<file path="config.mk">
export PLATFORM = sky130hd
export DESIGN_NAME = snap_counter_top
export DESIGN_NICKNAME = d
export VERILOG_FILES = /design/src/rtl/snap_pkg.sv /design/src/rtl/snap_free_counter.sv /design/src/rtl/snap_ctrl_reg.sv /design/src/rtl/snap_shadow.sv /design/src/rtl/snap_read_mux.sv /design/src/rtl/snap_counter_top.sv
export SDC_FILE = /design/constraint.sdc
export NUM_CORES = 1
export LEC_CHECK = 0
export ABC_AREA = 1
export BUFFER_PORTS_ARGS = -buffer_cell sky130_fd_sc_hd__buf_2
export CELL_PAD_IN_SITES_DETAIL_PLACEMENT = 0
export CELL_PAD_IN_SITES_GLOBAL_PLACEMENT = 1
export CORE_AREA = 2 2 130 145
export DETAILED_ROUTE_END_ITERATION = 8
export DIE_AREA = 0 0 132 147
export GPL_TIMING_DRIVEN = 0
export PLACE_DENSITY_LB_ADDON = 0.12
export RECOVER_POWER = 25
export SYNTH_ARGS = -nofsm -noshare
export SYNTH_HDL_FRONTEND = slang
export SYNTH_SLANG_ARGS = --single-unit
</file>
<file path="constraint.sdc">
create_clock -name clk -period 3.75 [get_ports clk]
set_input_delay 0.375 -clock clk [delete_from_list [all_inputs] [get_ports clk]]
set_output_delay 0.375 -clock clk [all_outputs]
set_load 0.01 [all_outputs]
</file>
<file path="src/rtl/snap_pkg.sv">
package snap_pkg;
  localparam int unsigned CTRL_ADDR = 0;
  localparam int unsigned CLR_BIT   = 0;
  localparam int unsigned LATCH_BIT = 1;
  localparam int unsigned CTRL_W    = 2;

  typedef logic [CTRL_W-1:0] ctrl_req_t;
endpackage

</file>
<file path="src/rtl/snap_free_counter.sv">
module snap_free_counter #(
  parameter int unsigned     CNT_W    = 64,
  parameter logic [CNT_W-1:0] CNT_INIT = '0
) (
  input  logic             clk,
  input  logic             rst,
  input  logic             clr_i,
  output logic [CNT_W-1:0] count_o
);
  logic [CNT_W-1:0] cnt_q;

  always_ff @(posedge clk) begin
    if (rst)        cnt_q <= CNT_INIT;
    else if (clr_i) cnt_q <= '0;
    else            cnt_q <= cnt_q + CNT_W'(1);
  end

  assign count_o = cnt_q;


  count_step_chk: assert property (@(posedge clk) disable iff (rst)
    !clr_i |=> count_o == $past(count_o) + CNT_W'(1));


  count_clear_chk: assert property (@(posedge clk) disable iff (rst)
    clr_i |=> count_o == '0);
endmodule

</file>
<file path="src/rtl/snap_ctrl_reg.sv">
module snap_ctrl_reg
  import snap_pkg::*;
(
  input  logic      clk,
  input  logic      rst,
  input  logic      wr_i,
  input  ctrl_req_t bits_i,
  output ctrl_req_t req_o
);
  ctrl_req_t req_q;

  always_ff @(posedge clk) begin
    if (rst)       req_q <= '0;
    else if (wr_i) req_q <= bits_i;
    else           req_q <= '0;
  end

  assign req_o = req_q;


  self_clear_chk: assert property (@(posedge clk) disable iff (rst)
    (req_o != '0 && !wr_i) |=> req_o == '0);
endmodule

</file>
<file path="src/rtl/snap_shadow.sv">
module snap_shadow #(
  parameter int unsigned DATA_W = 32,
  parameter int unsigned WORDS  = 2,
  localparam int unsigned CNT_W = DATA_W * WORDS
) (
  input  logic              clk,
  input  logic              rst,
  input  logic              latch_i,
  input  logic              clr_i,
  input  logic [CNT_W-1:0]  count_i,
  input  logic [WORDS-1:0]  wr_i,
  input  logic [DATA_W-1:0] wdata_i,
  output logic [CNT_W-1:0]  words_o
);
  for (genvar k = 0; k < WORDS; k++) begin : g_word
    logic [DATA_W-1:0] w_q;
    always_ff @(posedge clk) begin
      if (rst)          w_q <= '0;
      else if (clr_i)   w_q <= '0;
      else if (latch_i) w_q <= count_i[k*DATA_W +: DATA_W];
      else if (wr_i[k]) w_q <= wdata_i;
    end
    assign words_o[k*DATA_W +: DATA_W] = w_q;
  end


  latch_capture_chk: assert property (@(posedge clk) disable iff (rst)
    (latch_i && !clr_i) |=> words_o == $past(count_i));


  clear_zero_chk: assert property (@(posedge clk) disable iff (rst)
    clr_i |=> words_o == '0);


  low_write_chk: assert property (@(posedge clk) disable iff (rst)
    (wr_i[0] && !latch_i && !clr_i) |=> words_o[DATA_W-1:0] == $past(wdata_i));
endmodule

</file>
<file path="src/rtl/snap_read_mux.sv">
module snap_read_mux
  import snap_pkg::*;
#(
  parameter int unsigned DATA_W = 32,
  parameter int unsigned WORDS  = 2,
  parameter int unsigned ADDR_W = 2,
  localparam int unsigned CNT_W = DATA_W * WORDS
) (
  input  logic              clk,
  input  logic              rst,
  input  logic              rd_en_i,
  input  logic [ADDR_W-1:0] addr_i,
  input  ctrl_req_t         ctrl_i,
  input  logic [CNT_W-1:0]  words_i,
  output logic [DATA_W-1:0] rd_data_o
);
  logic [DATA_W-1:0] sel;
  logic [DATA_W-1:0] rd_q;

  always_comb begin
    sel = '0;
    if (addr_i == ADDR_W'(CTRL_ADDR)) sel = {{(DATA_W-CTRL_W){1'b0}}, ctrl_i};
    for (int k = 0; k < WORDS; k++) begin
      if (addr_i == ADDR_W'(k + 1)) sel = words_i[k*DATA_W +: DATA_W];
    end
  end

  always_ff @(posedge clk) begin
    if (rst)          rd_q <= '0;
    else if (rd_en_i) rd_q <= sel;
  end

  assign rd_data_o = rd_q;


  read_hold_chk: assert property (@(posedge clk) disable iff (rst)
    !rd_en_i |=> $stable(rd_data_o));
endmodule

</file>
<file path="src/rtl/snap_counter_top.sv">
module snap_counter_top
  import snap_pkg::*;
#(
  parameter int unsigned DATA_W = 32,
  parameter int unsigned WORDS  = 2,
  parameter int unsigned ADDR_W = 2,
  parameter logic [DATA_W*WORDS-1:0] CNT_INIT = '0
) (
  input  logic              clk,
  input  logic              rst,
  input  logic              wr_en,
  input  logic              rd_en,
  input  logic [ADDR_W-1:0] addr,
  input  logic [DATA_W-1:0] wdata,
  output logic [DATA_W-1:0] rd_data
);
  localparam int unsigned CNT_W = DATA_W * WORDS;

  logic             wr_ctrl;
  logic [WORDS-1:0] wr_word;
  ctrl_req_t        req;
  logic [CNT_W-1:0] count;
  logic [CNT_W-1:0] words;

  assign wr_ctrl = wr_en && (addr == ADDR_W'(CTRL_ADDR));
  for (genvar k = 0; k < WORDS; k++) begin : g_dec
    assign wr_word[k] = wr_en && (addr == ADDR_W'(k + 1));
  end

  snap_ctrl_reg u_ctrl (
    .clk    (clk),
    .rst    (rst),
    .wr_i   (wr_ctrl),
    .bits_i (wdata[CTRL_W-1:0]),
    .req_o  (req)
  );

  snap_free_counter #(.CNT_W(CNT_W), .CNT_INIT(CNT_INIT)) u_cnt (
    .clk     (clk),
    .rst     (rst),
    .clr_i   (req[CLR_BIT]),
    .count_o (count)
  );

  snap_shadow #(.DATA_W(DATA_W), .WORDS(WORDS)) u_shadow (
    .clk     (clk),
    .rst     (rst),
    .latch_i (req[LATCH_BIT]),
    .clr_i   (req[CLR_BIT]),
    .count_i (count),
    .wr_i    (wr_word),
    .wdata_i (wdata),
    .words_o (words)
  );

  snap_read_mux #(.DATA_W(DATA_W), .WORDS(WORDS), .ADDR_W(ADDR_W)) u_rd (
    .clk       (clk),
    .rst       (rst),
    .rd_en_i   (rd_en),
    .addr_i    (addr),
    .ctrl_i    (req),
    .words_i   (words),
    .rd_data_o (rd_data)
  );
endmodule

</file>
==> summary.md, run 1 <==
Synthesis
• **Yosys warnings** 0
• **instance count of the mapped netlist** 1255
• **cell area after synthesis** 0.00816 mm²
• **post-synthesis cell type count** 33
• **synthesized netlist net count** 1294
• **Seq cells post-synth** 162
• **sequential area share after synthesis** 39.8%
• **mean cell area of the mapped netlist** 6.50 µm²

Place
• **port buffer count** 67
• **HPWL after DPL** 21700 µm
• **final RePlAce weighted congestion** 0.935
• **placed cell areas** 0.00880 mm²

Global routing
• **all-layer global routing usage** 28.5%
• **via count of the first global-routing pass** 7525
• **global route total overflow** 0
• **maximum number of pins on one net before global-route repair** 18
• **initial antenna violation count** 0
• **wire length of the first global-routing pass** 42000 µm

Detailed routing
• **number of DRC violations after detailed routing** 0
• **initial DRC count** 635
• **average detailed-routed wire length per instance** 17.1 µm
• **final wirelength** 27300 µm
• **Post-DRT Antenna Nets** 0
• **Vias per Instance** 5.11
• **number of iterations in the first detailed-routing pass** 6
• **total via count after detailed routing** 8160

Clock network
• **# resized after CTS** 0
• **number of buffers inserted by post-CTS setup repair** 0
• **clock edge transition at the registers on the reported setup and hold paths** 0.07 ns
• **CTS H-Tree Depth** 4
• **TritonCTS clock tree** yes
• **TritonCTS buffer count** 17
• **CTS root buf** clkbuf_16
• **source-to-sink clock delay at the later pin of the worst-skew pair** 0.44 ns
• **number of buffers inserted by hold repair at cts** 0
• **clock tree buffer depth** 2
• **clock tree sinks** 162

Layout
• **register area** 0.00324 mm²
• **commonest non-fill, non-tap cells in the layout** nand2_1 (381), nor2_1 (196), dfxtp_1 (162)
• **count of nets after finishing** 1380
• **layout-stage area growth over the synthesis result** 14.4%
• **cell area after layout** 0.00933 mm²
• **most common cell after layout, fill and taps aside** nand2_1
• **Antenna Cells** 0
• **fraction of layout instances using a drive strength above 1** 9.82%
• **number of fillers in the final layout** 1954
• **area used by multi-input combinational logic** 0.00413 mm²
• **final core occ** 51.8%

Timing
• **Max Clk Rate** 0.505 GHz
• **final-report max-slew violation count** 0
• **Worst Max-Slew Pin Slew** 0.794 ns
• **final hold violation count** 0
• **Finish-stage setup viols** 0
• **Relative slew margins** 47.1%
• **Min Clock Period, post-route** 1.98 ns
• **final period utilization** 52.8%
• **RSZ-0062 raised after global routing** false
• **worst setup skew after layout** 0.0107 ns
• **setup tns final** 0 ns

Worst setup path
• **Register-to-Register Setup Slack** 1.77 ns
• **Critical path destination** u_cnt.count_o[53]
• **number of cells traversed by the worst register-to-register path** 9
• **endpoint required time on the critical path** 4.10 ns
• **library cell contributing the largest single delay on the critical path** dfxtp_1
• **cell count along the critical path** 9
• **critical path cell sequence** nand2_1 -> nor2_1 -> nand2_1 -> nor2_1 -> nand2_1 -> nor2_1 -> nand2_1 -> nand2_1 -> nor2_1
• **crit-path most repeated cell** nand2_1
• **r2r endpoint** u_cnt.count_o[53]
• **critical path launch point** u_cnt.count_o[25]
• **crit path buf inv count** 0
• **critical-path maximum fanout** 5
• **reg-to-reg startpoint** u_cnt.count_o[25]
• **kind of start point of the critical path** register
• **peak per-stage delay on the critical path** 0.53 ns
• **endpoint class of the critical path** register
• **Crit path max-delay family** simple AND/OR/NAND/NOR gates
• **data arrival time of the worst path** 2.33 ns
• **WS Path Type** reg -> reg

Power
• **static power due to leakage** 3.73 nW
• **total power draw** 0.00377 W
• **Max IR drop VDD** 0.320 mV
• **PD cells** 405 mW/mm²

Hold path
• **worst hold-check path type** in -> reg

Floorplan
• **starting density of the core** 45.3%
• **width of the chip** 132 µm
• **DIE HEIGHT** 147 µm
• **core region area** 0.0180 mm²
• **total number of placement rows** 52
• **total I/O pin count** 70
• **die outline area** 0.0194 mm²

Run
• **max cap viols** 0

Status
• **result of the run** completed

==> per-stage QoR <==
step,hold WS (ns),setup slack [ns],instances
floorplan,0.441,2.25,1255
finish,0.214,1.77,1597
global route,0.227,1.62,1597
detailed placement,0.457,1.66,1565
CTS,0.199,1.80,1597
global placement,0.456,1.71,1565
==> cell families (layout without fill, tap and decap cells) <==
kind of cell / Yosys count / count (layout) / share of synthesized area (%)
buf+inv: 202 / 301 / 9.46
compound gates: 167 / 167 / 12.8
simple gates: 714 / 714 / 36.9
xor+xnor: 9 / 9 / 0.966
flops: 162 / 162 / 39.8
fa+ha+maj: 1 / 1 / 0.153
==> cell type report <==
class | instances | share of cell area (%)
well taps | 243 | 3.26
repair buffers | 67 | 3.31
multi-input cells | 891 | 44.3
inverters | 148 | 5.95
clock inverters | 15 | 1.57
plain buffers | 54 | 2.28
flip-flops and latches | 162 | 34.8
clock buffers | 17 | 4.56
==> sequential cells by signal (all words and copies together), names as in the netlist <==
register	flops
u_cnt.count_o	64
u_ctrl.req_o	2
u_rd.rd_data_o	32
u_shadow.g_word.w_q	64
==> cell usage after synthesis <==
cell type | count | area share, %
dfxtp_1 | 162 | 40
nand4_1 | 13 | 1.0
nand2_1 | 381 | 18
clkinv_1 | 1 | 0.046
xor2_1 | 7 | 0.75
nand3_1 | 88 | 5.4
buf_1 | 3 | 0.14
nor2_1 | 195 | 9.0
buf_2 | 8 | 0.49
clkbuf_1 | 42 | 1.9
nor2_4 | 9 | 1.2
o21ai_0 | 15 | 0.92
a22oi_1 | 22 | 2.0
nand3b_2 | 1 | 0.14
inv_1 | 134 | 6.2
nor2b_1 | 2 | 0.15
a21oi_1 | 46 | 2.8
o21ai_1 | 3 | 0.18
a41oi_1 | 2 | 0.21
nor2_8 | 2 | 0.49
buf_4 | 1 | 0.092
a31oi_1 | 42 | 3.2
ha_1 | 1 | 0.15
nand3_2 | 1 | 0.12
nand2_4 | 2 | 0.28
or2_2 | 1 | 0.077
nand2_2 | 11 | 0.84
nor2_2 | 8 | 0.61
xnor2_1 | 2 | 0.21
o21a_1 | 2 | 0.18
o211ai_1 | 30 | 2.8
inv_2 | 13 | 0.60
o21bai_1 | 5 | 0.46
==> where the power goes <==
| part | total [W] | leakage, nW | switching (W) | internal (W) |
|---|---|---|---|---|
| clock network | 0.00171 | 0.272 | 0.000832 | 0.000878 |
| logic | 0.000269 | 2.14 | 0.000183 | 0.0000862 |
| registers | 0.00180 | 1.32 | 0.0000309 | 0.00176 |
==> worst register-to-register path, cell delays in order, from the launching register on <==
cell and delay (ns):
dfxtp_1 0.53, nand2_1 0.21, nor2_1 0.31, nand2_1 0.15, nor2_1 0.28, nand2_1 0.09, nor2_1 0.14, nand2_1 0.06
nand2_1 0.06, nor2_1 0.04
==> metal layers <==
metal	wire length, µm	vias to the layer above	part of all wire [%]	global-route usage, %
li1	-	4180	-	-
met1	12100	3672	45	37.3
met2	12900	259	47	48.3
met3	1420	49	5.2	3.59
met4	786	0	2.9	10.8
met5	0	-	0	0
==> how the worst min path moves through the flow <==
stage                               start                          to  slack [ns]  cells after the start
5_1_grt                          wdata[1]             u_ctrl.req_o[1]        0.23                      3
6_report                         wdata[0]             u_ctrl.req_o[0]        0.21                      3
2_1_floorplan            u_cnt.count_o[0]            u_cnt.count_o[0]        0.44                      1
4_1_cts                          wdata[0]             u_ctrl.req_o[0]        0.20                      3
3_5_place_dp   u_shadow.g_word[1].w_q[29]  u_shadow.g_word[1].w_q[29]        0.46                      2
3_3_place_gp   u_shadow.g_word[0].w_q[21]  u_shadow.g_word[0].w_q[21]        0.46                      2
Note: power is estimated with default switching activity, not from simulation.
==> run 2: changes to the inputs <==
--- a/config.mk
+++ b/config.mk
@@ -9,9 +9,9 @@
 export BUFFER_PORTS_ARGS = -buffer_cell sky130_fd_sc_hd__buf_2
 export CELL_PAD_IN_SITES_DETAIL_PLACEMENT = 0
 export CELL_PAD_IN_SITES_GLOBAL_PLACEMENT = 1
-export CORE_AREA = 2 2 130 145
+export CORE_AREA = 2 2 135 150
 export DETAILED_ROUTE_END_ITERATION = 8
-export DIE_AREA = 0 0 132 147
+export DIE_AREA = 0 0 137 152
 export GPL_TIMING_DRIVEN = 0
 export PLACE_DENSITY_LB_ADDON = 0.12
 export RECOVER_POWER = 25
==> constraint.sdc (replaced) <==
create_clock -name clk -period 1.99 [get_ports clk]
set_input_delay 0.199 -clock clk [delete_from_list [all_inputs] [get_ports clk]]
set_output_delay 0.199 -clock clk [all_outputs]
set_load 0.01 [all_outputs]
==> run 2 against run 1 <==
Sequential power rose by 88%. Wire length increased by 3.5%. Cell count rose by 0.56%. Power up 90%. Hold slack got worse by 0.17 ns. Via count up 0.45%. Combinational power increased by 93%. Critical endpoint is now u_cnt.count_o[56]. Largest cell class unchanged. Highest routed layer unchanged.
==> summary.md, run 2 (same netlist as run 1, synthesis figures left out) <==
Status
• **result of the run** completed

Run
• **max cap viols** 0, unchanged

Power
• **total power draw** 0.00719 W, +90%
• **Max IR drop VDD** 0.585 mV, +83%
• **PD cells** 767 mW/mm², +90%
• **static power due to leakage** 3.77 nW, +1.2%

Layout
• **final std cells w/o fill** 1606, +0.56%
• **commonest non-fill, non-tap cells in the layout** nand2_1 (381), nor2_1 (193), dfxtp_1 (157)
• **final core occ** 48.2%, -3.6 points
• **most common cell after layout, fill and taps aside** nand2_1
• **Antenna Cells** 0, unchanged
• **count of nets after finishing** 1380, unchanged
• **layout-stage area growth over the synthesis result** 14.9%
• **fraction of layout instances using a drive strength above 1** 11.1%, +1.3 points
• **number of fillers in the final layout** 2133, +9.2%

Clock network
• **source-to-sink clock delay at the later pin of the worst-skew pair** 0.44 ns, about the same
• **CTS H-Tree Depth** 4, unchanged
• **TritonCTS buffer count** 17, unchanged
• **number of buffers inserted by hold repair at cts** 0, unchanged
• **clock edge transition at the registers on the reported setup and hold paths** 0.07 ns, about the same
• **CTS root buf** clkbuf_16
• **clock tree buffer depth** 2, unchanged
• **# resized after CTS** 0, unchanged
• **number of buffers inserted by post-CTS setup repair** 0, unchanged
• **clock tree sinks** 162, unchanged
• **TritonCTS clock tree** yes

Worst setup path
• **endpoint class of the critical path** register
• **endpoint required time on the critical path** 2.33 ns, -1.77 ns
• **data arrival time of the worst path** 2.14 ns, -0.19 ns
• **kind of start point of the critical path** register
• **critical-path maximum fanout** 6, +1
• **WS Path Type** reg -> reg
• **Register-to-Register Setup Slack** 0.18 ns, -1.59 ns

Detailed routing
• **average detailed-routed wire length per instance** 17.6 µm, +2.9%
• **total via count after detailed routing** 8197, +0.45%
• **number of DRC violations after detailed routing** 0, unchanged
• **Post-DRT Antenna Nets** 0, unchanged
• **Vias per Instance** 5.10, -0.11%
• **final wirelength** 28200 µm, +3.5%
• **number of iterations in the first detailed-routing pass** 5, -1
• **initial DRC count** 592, -6.8%

Timing
• **Min Clock Period, post-route** 1.81 ns, -0.172 ns
• **setup tns final** 0 ns, unchanged
• **final period utilization** 90.8%, +38 points
• **final-report max-slew violation count** 0, unchanged
• **Worst Max-Slew Pin Slew** 0.900 ns, +0.106 ns
• **final hold violation count** 0, unchanged
• **RSZ-0062 raised after global routing** false
• **Max Clk Rate** 0.553 GHz, +9.5%
• **worst setup skew after layout** 0.0102 ns, -0.000506 ns
• **Relative slew margins** 40.0%, -7.1 points
• **Finish-stage setup viols** 0, unchanged

Floorplan
• **total I/O pin count** 70, unchanged
• **width of the chip** 137 µm, +3.8%
• **DIE HEIGHT** 152 µm, +3.4%
• **starting density of the core** 41.9%, -3.3 points
• **total number of placement rows** 54, +3.8%
• **core region area** 0.0195 mm², +8.0%
• **die outline area** 0.0208 mm², +7.3%

Hold path
• **worst hold-check path type** in -> reg

Place
• **final RePlAce weighted congestion** 0.937, +0.25%
• **cell total after placement** 1574, +0.58%
• **HPWL after DPL** 22300 µm, +2.9%
• **port buffer count** 67, unchanged

Global routing
• **via count of the first global-routing pass** 7685, +2.1%
• **initial antenna violation count** 0, unchanged
• **global route total overflow** 0, unchanged
• **maximum number of pins on one net before global-route repair** 18, unchanged
• **all-layer global routing usage** 27.9%, -0.66 points
• **wire length of the first global-routing pass** 44000 µm, +4.7%

==> run 2: changes by cell type in the layout (fill, tap and decap cells not counted), sizes merged <==
cell	change
buf	+5
clkinvlp	-1
clkbuf	-4
clkinv	-3
inv	+3
==> run 2: worst paths after layout <==
check / from / depth (start not counted) / end
worst max-delay path: u_cnt.count_o[38] / 9 / u_cnt.count_o[56]
worst min-delay path: wdata[1] / 3 / u_ctrl.req_o[1]
worst max register to register: u_cnt.count_o[38] / 9 / u_cnt.count_o[56]
worst min register to register: u_shadow.g_word[1].w_q[0] / 2 / u_shadow.g_word[1].w_q[0]
==> run 2: layout make-up <==
type                    instances  area [µm²]  share of cell area [%]
plain buffers                  54         216                    2.31
clock buffers                  18         439                    4.68
clock inverters                14         140                    1.49
inverters                     148         556                    5.93
multi-input cells             891        4140                    44.2
flip-flops and latches        162        3250                    34.7
well taps                     252         315                    3.36
repair buffers                 67         317                    3.38
==> run 2: power by group <==
part	switching [W]	internal (W)
clock network	0.00159	0.00170
registers	0.0000562	0.00333
logic	0.000353	0.000165
total	0.00199	0.00519
==> run 2: per-layer routing <==
layer  routed length, µm  share of wire (%)  vias up  GRT usage [%]
met3                1150                4.1       32           3.80
li1                    -                  -     4179              -
met5                   0                  0        -              0
met1               13100                 46     3761           38.1
met4                 541                1.9        0           6.87
met2               13400                 48      225           46.3
==> run 2: stage by stage <==
stage	hold WS, ns	setup WS (ns)	cell area, µm²
after global routing	0.0441	0.00740	9370
after floorplan	0.334	0.487	8160
after global placement	0.456	0.0351	8810
after CTS	0.0240	0.000334	9390
final	0.0403	0.183	9370
after detailed placement	0.455	0.00917	8810
==> run 2: worst max-delay path: stages (launching register included) <==
cell and delay, ns:
dfxtp_1 0.53, nand2_1 0.14, nor2_1 0.21, nand2_1 0.15, nor2_1 0.29, nand2_1 0.08, nor2_1 0.14, nand2_1 0.06
nand2_1 0.06, nor2_1 0.04
